**src/rtl/stp_ctl_pkg.sv**
```systemverilog
// Shared types and constants for the stepper control front end.
// Assumes a four-phase unipolar winding arrangement: two winding pairs,
// each pair driven by two low-side switches.
package stp_ctl_pkg;

    localparam int NPH     = 4;           // phase inputs and gate enables
    localparam int NPAIR   = NPH / 2;     // winding pairs
    localparam int CFG_W   = 6;           // configuration word width
    localparam int IDX_EN  = 2;           // simplified mode: enable input
    localparam int IDX_RED = 3;           // simplified mode: reduction input

    // Configuration word; packed order puts C5 at the MSB, C0 at the LSB.
    typedef struct packed {
        logic       full;       // C5: 1 = full mode, 0 = simplified mode
        logic       open_loop;  // C4: open-loop chopping select
        logic [1:0] ontime;     // C3:C2: open-loop on-time code
        logic [1:0] iref;       // C1:C0: current-reference code
    } cfg_t;

endpackage

```
**src/rtl/stp_sync.sv**
```systemverilog
// Multi-stage synchronizer for asynchronous single-bit or narrow inputs.
// Assumes every bit is independent (no bus coherency is required).
module stp_sync #(
    parameter int W      = 1,
    parameter int STAGES = 2
) (
    input  logic         clk,
    input  logic         rst_n,
    input  logic [W-1:0] d,
    output logic [W-1:0] q
);

    logic [STAGES-1:0][W-1:0] chain;

    // Shift the input through the flop chain.
    always_ff @(posedge clk) begin
        if (!rst_n) begin
            chain <= '0;
        end else begin
            chain[0] <= d;
            for (int s = 1; s < STAGES; s++) begin
                chain[s] <= chain[s-1];
            end
        end
    end

    assign q = chain[STAGES-1];

endmodule

```
**src/rtl/stp_serial_shadow.sv**
```systemverilog
// Serial loader: detects rising edges of the synchronized serial clock and
// shifts the synchronized data bit into the shadow word, MSB first.
// Assumes clock and data arrive through matched synchronizer stages, so
// the data bit is stable around each detected edge.
module stp_serial_shadow
    import stp_ctl_pkg::*;
(
    input  logic clk,
    input  logic rst_n,
    input  logic prog,        // programming window open
    input  logic sclk_s,      // synchronized serial clock
    input  logic sdat_s,      // synchronized serial data
    output cfg_t shadow
);

    logic             sclk_d;
    logic             sclk_rise;
    logic [CFG_W-1:0] shadow_q;

    // Remember the previous serial clock level for edge detection.
    always_ff @(posedge clk) begin
        if (!rst_n) sclk_d <= 1'b0;
        else        sclk_d <= sclk_s;
    end

    assign sclk_rise = sclk_s & ~sclk_d;

    // Shift one bit per serial edge, only inside the programming window.
    always_ff @(posedge clk) begin
        if (!rst_n) begin
            shadow_q <= '0;
        end else if (sclk_rise && prog) begin
            shadow_q <= {shadow_q[CFG_W-2:0], sdat_s};
        end
    end

    assign shadow = cfg_t'(shadow_q);

endmodule

```
**src/rtl/stp_mode_dec.sv**
```systemverilog
// Combinational mode decoder: maps phase inputs to gate enables and a
// current-reduction request according to the operating mode.
// Assumes 'prog' blanks everything; the caller registers the results.
module stp_mode_dec
    import stp_ctl_pkg::*;
(
    input  logic [NPH-1:0] phase,
    input  cfg_t           cfg,
    input  logic           prog,
    output logic [NPH-1:0] gate,
    output logic           reduce
);

    logic [NPH-1:0] gate_simple;
    logic           simple_en;

    assign simple_en = phase[IDX_EN];

    // Simplified mode: one polarity select per winding pair.
    for (genvar w = 0; w < NPAIR; w++) begin : g_pair
        assign gate_simple[2*w]   = simple_en &  phase[w];
        assign gate_simple[2*w+1] = simple_en & ~phase[w];
    end

    // Select the mode and apply programming-window blanking.
    always_comb begin
        if (prog) begin
            gate   = '0;
            reduce = 1'b0;
        end else if (cfg.full) begin
            gate   = phase;
            reduce = 1'b0;
        end else begin
            gate   = gate_simple;
            reduce = phase[IDX_RED];
        end
    end

endmodule

```
**src/rtl/stp_ctl_top.sv**
```systemverilog
// Stepper control front end top level. It registers the phase inputs,
// detects the all-low programming window, loads the serial shadow word,
// commits it to the active configuration when the window closes, and
// registers the decoded gate enables.
// Assumes phase_in is synchronous to clk; ser_clk/ser_data are asynchronous.
module stp_ctl_top
    import stp_ctl_pkg::*;
#(
    parameter int SYNC_STAGES = 2
) (
    input  logic           clk,
    input  logic           rst_n,
    input  logic [NPH-1:0] phase_in,
    input  logic           ser_clk,
    input  logic           ser_data,
    output logic [NPH-1:0] gate_en,
    output logic           cur_reduce,
    output logic [1:0]     iref_code,
    output logic [1:0]     ontime_code,
    output logic           open_loop,
    output logic           full_mode
);

    logic [NPH-1:0] phase_q;
    logic           prog_now;
    logic           prog_d;
    logic           leaving;
    logic [1:0]     ser_s;
    cfg_t           shadow;
    cfg_t           active;
    cfg_t           cfg_eff;
    logic [NPH-1:0] gate_nx;
    logic           reduce_nx;

    // Register the phase inputs; reset looks like the programming pattern.
    always_ff @(posedge clk) begin
        if (!rst_n) phase_q <= '0;
        else        phase_q <= phase_in;
    end

    assign prog_now = (phase_q == '0);

    // Track the previous window state to find the closing cycle.
    always_ff @(posedge clk) begin
        if (!rst_n) prog_d <= 1'b1;
        else        prog_d <= prog_now;
    end

    assign leaving = prog_d & ~prog_now;

    stp_sync #(
        .W      (2),
        .STAGES (SYNC_STAGES)
    ) i_sync (
        .clk   (clk),
        .rst_n (rst_n),
        .d     ({ser_clk, ser_data}),
        .q     (ser_s)
    );

    stp_serial_shadow i_shadow (
        .clk    (clk),
        .rst_n  (rst_n),
        .prog   (prog_now),
        .sclk_s (ser_s[1]),
        .sdat_s (ser_s[0]),
        .shadow (shadow)
    );

    // The closing cycle already decodes with the new word.
    assign cfg_eff = leaving ? shadow : active;

    // Hold the active configuration; take the shadow word on window exit.
    always_ff @(posedge clk) begin
        if (!rst_n) active <= '0;
        else        active <= cfg_eff;
    end

    stp_mode_dec i_dec (
        .phase  (phase_q),
        .cfg    (cfg_eff),
        .prog   (prog_now),
        .gate   (gate_nx),
        .reduce (reduce_nx)
    );

    // Register the decoded drive outputs.
    always_ff @(posedge clk) begin
        if (!rst_n) begin
            gate_en    <= '0;
            cur_reduce <= 1'b0;
        end else begin
            gate_en    <= gate_nx;
            cur_reduce <= reduce_nx;
        end
    end

    assign iref_code   = active.iref;
    assign ontime_code = active.ontime;
    assign open_loop   = active.open_loop;
    assign full_mode   = active.full;

endmodule

```
**config.mk**
```make
export PLATFORM = sky130hd
export DESIGN_NAME = stp_ctl_top
export DESIGN_NICKNAME = d
export VERILOG_FILES = /design/src/rtl/stp_ctl_pkg.sv /design/src/rtl/stp_sync.sv /design/src/rtl/stp_serial_shadow.sv /design/src/rtl/stp_mode_dec.sv /design/src/rtl/stp_ctl_top.sv
export SDC_FILE = /design/constraint.sdc
export NUM_CORES = 1
export LEC_CHECK = 0
export BUFFER_PORTS_ARGS = -buffer_cell sky130_fd_sc_hd__buf_4
export CAP_MARGIN = 25
export CORE_MARGIN = 1
export CORE_UTILIZATION = 35
export CTS_CLUSTER_DIAMETER = 100
export DETAILED_ROUTE_END_ITERATION = 16
export HOLD_SLACK_MARGIN = 0.02
export PLACE_DENSITY_LB_ADDON = 0.08
export SYNTH_ARGS = -nofsm -noshare
export SYNTH_HDL_FRONTEND = slang
export SYNTH_HIERARCHICAL = 1
export SYNTH_SLANG_ARGS = --single-unit
```
**constraint.sdc**
```tcl
create_clock -name clk -period 2.4 [get_ports clk]
set_input_delay 0.48 -clock clk [delete_from_list [all_inputs] [get_ports clk]]
set_output_delay 0.48 -clock clk [all_outputs]
set_load 0.05 [all_outputs]
```
Yosys cells after proc, flatten, opt, wreduce, memory -nomap -nowiden
Cells that the tools add are included.
- register bits: 27
- input bits: 8
- output and inout bits: 11
- logic and storage cells: 29
- multiplexer cells: 2
- bitwise gates (word level): 11
- reduce and logical (&&, ||, !) cells: 4
- operators with widths (cell ; number):
    $and 1x1->1 ; 6
    $mux 6 ; 1
    $not 1->1 ; 5
    $logic_not 4->1 ; 1
    $mux 4 ; 1
    $reduce_or 3->1 ; 1
    $reduce_or 2->1 ; 1
    $logic_and 1x1->1 ; 1

Logic depth before layout (Yosys ltp)
- word-level depth: 5
- mapped depth: 5
- mapped depth without buffers: 5

By module
Netlist, hierarchy kept.
- modules (own cells, without submodules) (module ; times used ; cells each ; area an instance (um2) ; sequential area each (um2)):
    stp_ctl_top ; 1 ; 56 ; 613.1 ; 320.3
    stp_serial_shadow ; 1 ; 23 ; 259.0 ; 140.1
    stp_sync ; 1 ; 10 ; 120.1 ; 80.1
    stp_mode_dec ; 1 ; 11 ; 65.1 ; 0.0

Worst setup path before layout
No wires, ideal clock.
- path kind: register to register
- start point: register phase_q[1]
- end point: register gate_en[3]
- library setup time: 59 ps
- arrival time: 1851 ps
- data required time: 2341 ps
- path slack: 490 ps
- cell stages (with the launch flop): 6
- buffers on the path: 0
- period minus slack after synthesis: 1910 ps
- cells stage by stage: dfxtp_1 -> o41ai_4 -> mux2_2 -> or3b_1 -> a21oi_1 -> and2_1
- RTL lines (what ; RTL line ; RTL):
    from (decl) ; stp_ctl_top.sv:24 ; logic [NPH-1:0] phase_q;
    from (signal assigned) ; stp_ctl_top.sv:38 ; else phase_q <= phase_in;
    to (signal assigned) ; stp_ctl_top.sv:93 ; gate_en <= gate_nx;
    to (decl) ; stp_ctl_top.sv:16 ; output logic [NPH-1:0] gate_en,

==> impl_metrics.env <==
export IMPL_fin_skew_ns=0.00198
export IMPL_htree_num_levels=1
export IMPL_drive_above_1_share_pct=23.2
export IMPL_grt_usage_pct=11.0
export IMPL_areaGrowthSynthToFinish_pct=17.5
export IMPL_post_cts_buffers=0
export IMPL_period_minus_slack_ns=1.85
export IMPL_cp_endpoint="gate_en[1]"
export IMPL_nNetsFinal=121
export IMPL_p_leak_nw=0.532
export IMPL_grt_pass1_vias=654
export IMPL_worstPathArrival_ns=2.12
export IMPL_maxCapViolCount=0
export IMPL_p_comb_share_pct=8.8
export IMPL_wire_per_inst_um=10.0
export IMPL_synth_area_um2=1000
export IMPL_crit_fanout=7
export IMPL_grt_pass1_wl_mm=2.64
export IMPL_routed_wl_mm=1.43
export IMPL_nFillCells=263
export IMPL_clock_path_buffers=2
export IMPL_synth_cells=95
export IMPL_chipWidth_um=55.5
export IMPL_hold_path_class="primary input to flop"
export IMPL_irDropWorstVdd_mv=0.272
export IMPL_fp_coreArea_um2=2730
export IMPL_slew_headroom_pct=43.4
export IMPL_fin_tns_setup_ns=0
export IMPL_ff2ff_path_depth=5
export IMPL_drt_iter0_drc=8
export IMPL_powerDensity_nw_per_um2=615
export IMPL_crit_type="flop to flop"
export IMPL_num_io_pins=19
export IMPL_cts_reportedPaths_clkPinSlew_ns=0.14
export IMPL_ant_nets=0
export IMPL_sw_frac_of_total_pct=23.1
export IMPL_worstReg2RegEnd="gate_en[1]"
export IMPL_finalHoldViolCount=0
export IMPL_r2r_start="phase_q[1]"
export IMPL_dr_total_vias=652
export IMPL_gp_congestion=0.837
export IMPL_grt_ovfl_total=0
export IMPL_via_per_inst=4.56
export IMPL_drc_errors=0
export IMPL_ctsRootBufferMaster="clkbuf_4"
export IMPL_worst_slew_pin_slew_ns=0.842
export IMPL_maxSlewViolCount=0
export IMPL_clkPwrFrac_pct=26.4
export IMPL_numClockSinks=27
export IMPL_period_share_pct=77.2
export IMPL_rrSetupSlack_ns=0.55
export IMPL_rsz0062_at_grt="no"
export IMPL_numPortBuffers=18
export IMPL_max_clock_freq_ghz=0.540
export IMPL_clk_latency_ns=0.31
export IMPL_antenna_found_initial=0
export IMPL_power_switching_w=0.000167
export IMPL_die_area_um2=3080
export IMPL_p_seq_share_pct=64.8
export IMPL_num_rows=19
export IMPL_drtPass1Iterations=4
export IMPL_cts_resized=0
export IMPL_cts_tree="built"
export IMPL_holdWs_ns=0.359
export IMPL_power_w=0.000723
export IMPL_setup_viol=0
export IMPL_syn_num_nets=103
export IMPL_end_kind="flop"
export IMPL_worst_ep_required_time_ns=2.67
export IMPL_yosysWarningCount=6
export IMPL_cts_hold_buf=0
export IMPL_grt_max_degree=35
export IMPL_hpwlAfterDp_um=969
export IMPL_p_int_w=0.000556
export IMPL_fp_dieH_um=55.5
export IMPL_crit_start="phase_q[1]"
export IMPL_num_antenna_cells=0
export IMPL_syn_area_per_cell_um2=10.5
export IMPL_status="complete, no violations"
export IMPL_initial_core_util_pct=36.6
export IMPL_cp_start_kind="flop"
export IMPL_cts_buffers=3
worst max-delay path, stage by stage (launching register included):
cell and delay (ns):
dfxtp_1 0.40, o41ai_4 0.37, mux2_2 0.42, or3b_1 0.35, a21oi_1 0.14, and2_1 0.13
cells in the final DEF (no fill, tap or decap):
cell / instances
nand2b_1: 1
o41ai_4: 1
buf_4: 19
a21oi_1: 2
dfxtp_1: 27
nor4_1: 1
clkbuf_4: 3
o41a_1: 1
and2_1: 13
nand3b_4: 1
clkbuf_1: 1
mux2_2: 1
mux2i_1: 12
nor3b_1: 3
or3b_1: 2
nand2_1: 21
nor2_1: 2
and2_2: 1
power groups by stage:
| stage | registers [W] | clock network (W) | logic (W) |
|---|---|---|---|
| after floorplan | 0.000485 | 0 | 0.0000396 |
| after global placement | 0.000478 | 0 | 0.0000645 |
| after detailed placement | 0.000479 | 0 | 0.0000645 |
| after CTS | 0.000469 | 0.000205 | 0.0000647 |
| after global routing | 0.000470 | 0.000220 | 0.0000698 |
| final | 0.000469 | 0.000191 | 0.0000635 |
stage by stage:
step / instance area [um^2] / instances / util, % / setup slack [ns]
after CTS: 1180 / 143 / 43.0 / 0.547
after floorplan: 1000 / 95 / - / 0.667
after detailed placement: 1150 / 139 / 42.1 / 0.591
after global placement: 1150 / 139 / 42.1 / 0.620
final: 1180 / 143 / 43.0 / 0.547
after global routing: 1180 / 143 / 43.0 / 0.412
registers in the layout, indices dropped and copies added, names as in the netlist, 2 cells and up:
name,flops
i_sync/chain,2
iref_code,2
i_sync/q,2
ontime_code,2
phase_q,4
gate_en,4
i_shadow/shadow,6
area by class of cell:
class                      instances  area [um^2]  share of cell area, %
clock buffer                       4         26.3                   2.23
multi-input combinational         62          428                   36.4
sequential                        27          541                   46.0
tap                               31         38.8                   3.30
timing repair buffer              19          143                   12.1
per-layer routing:
metal	global-route usage, %	part of all wire (%)	vias to the layer above
met5	0	0	-
met1	13.5	52	293
met4	7.50	1.3	0
met3	2.58	3.6	2
li1	-	-	346
met2	16.9	43	11
worst min-delay path by stage:
stage / end / cells after the start / startpoint
6_report: i_sync/chain[0] / 2 / ser_data
5_1_grt: i_sync/chain[1] / 2 / ser_clk
4_1_cts: phase_q[2] / 2 / phase_in[2]
3_5_place_dp: i_sync/q[0] / 1 / i_sync/chain[0]
3_3_place_gp: i_sync/q[0] / 1 / i_sync/chain[0]
2_1_floorplan: i_sync/q[0] / 1 / i_sync/chain[0]
(Power assumes the default switching activity.)
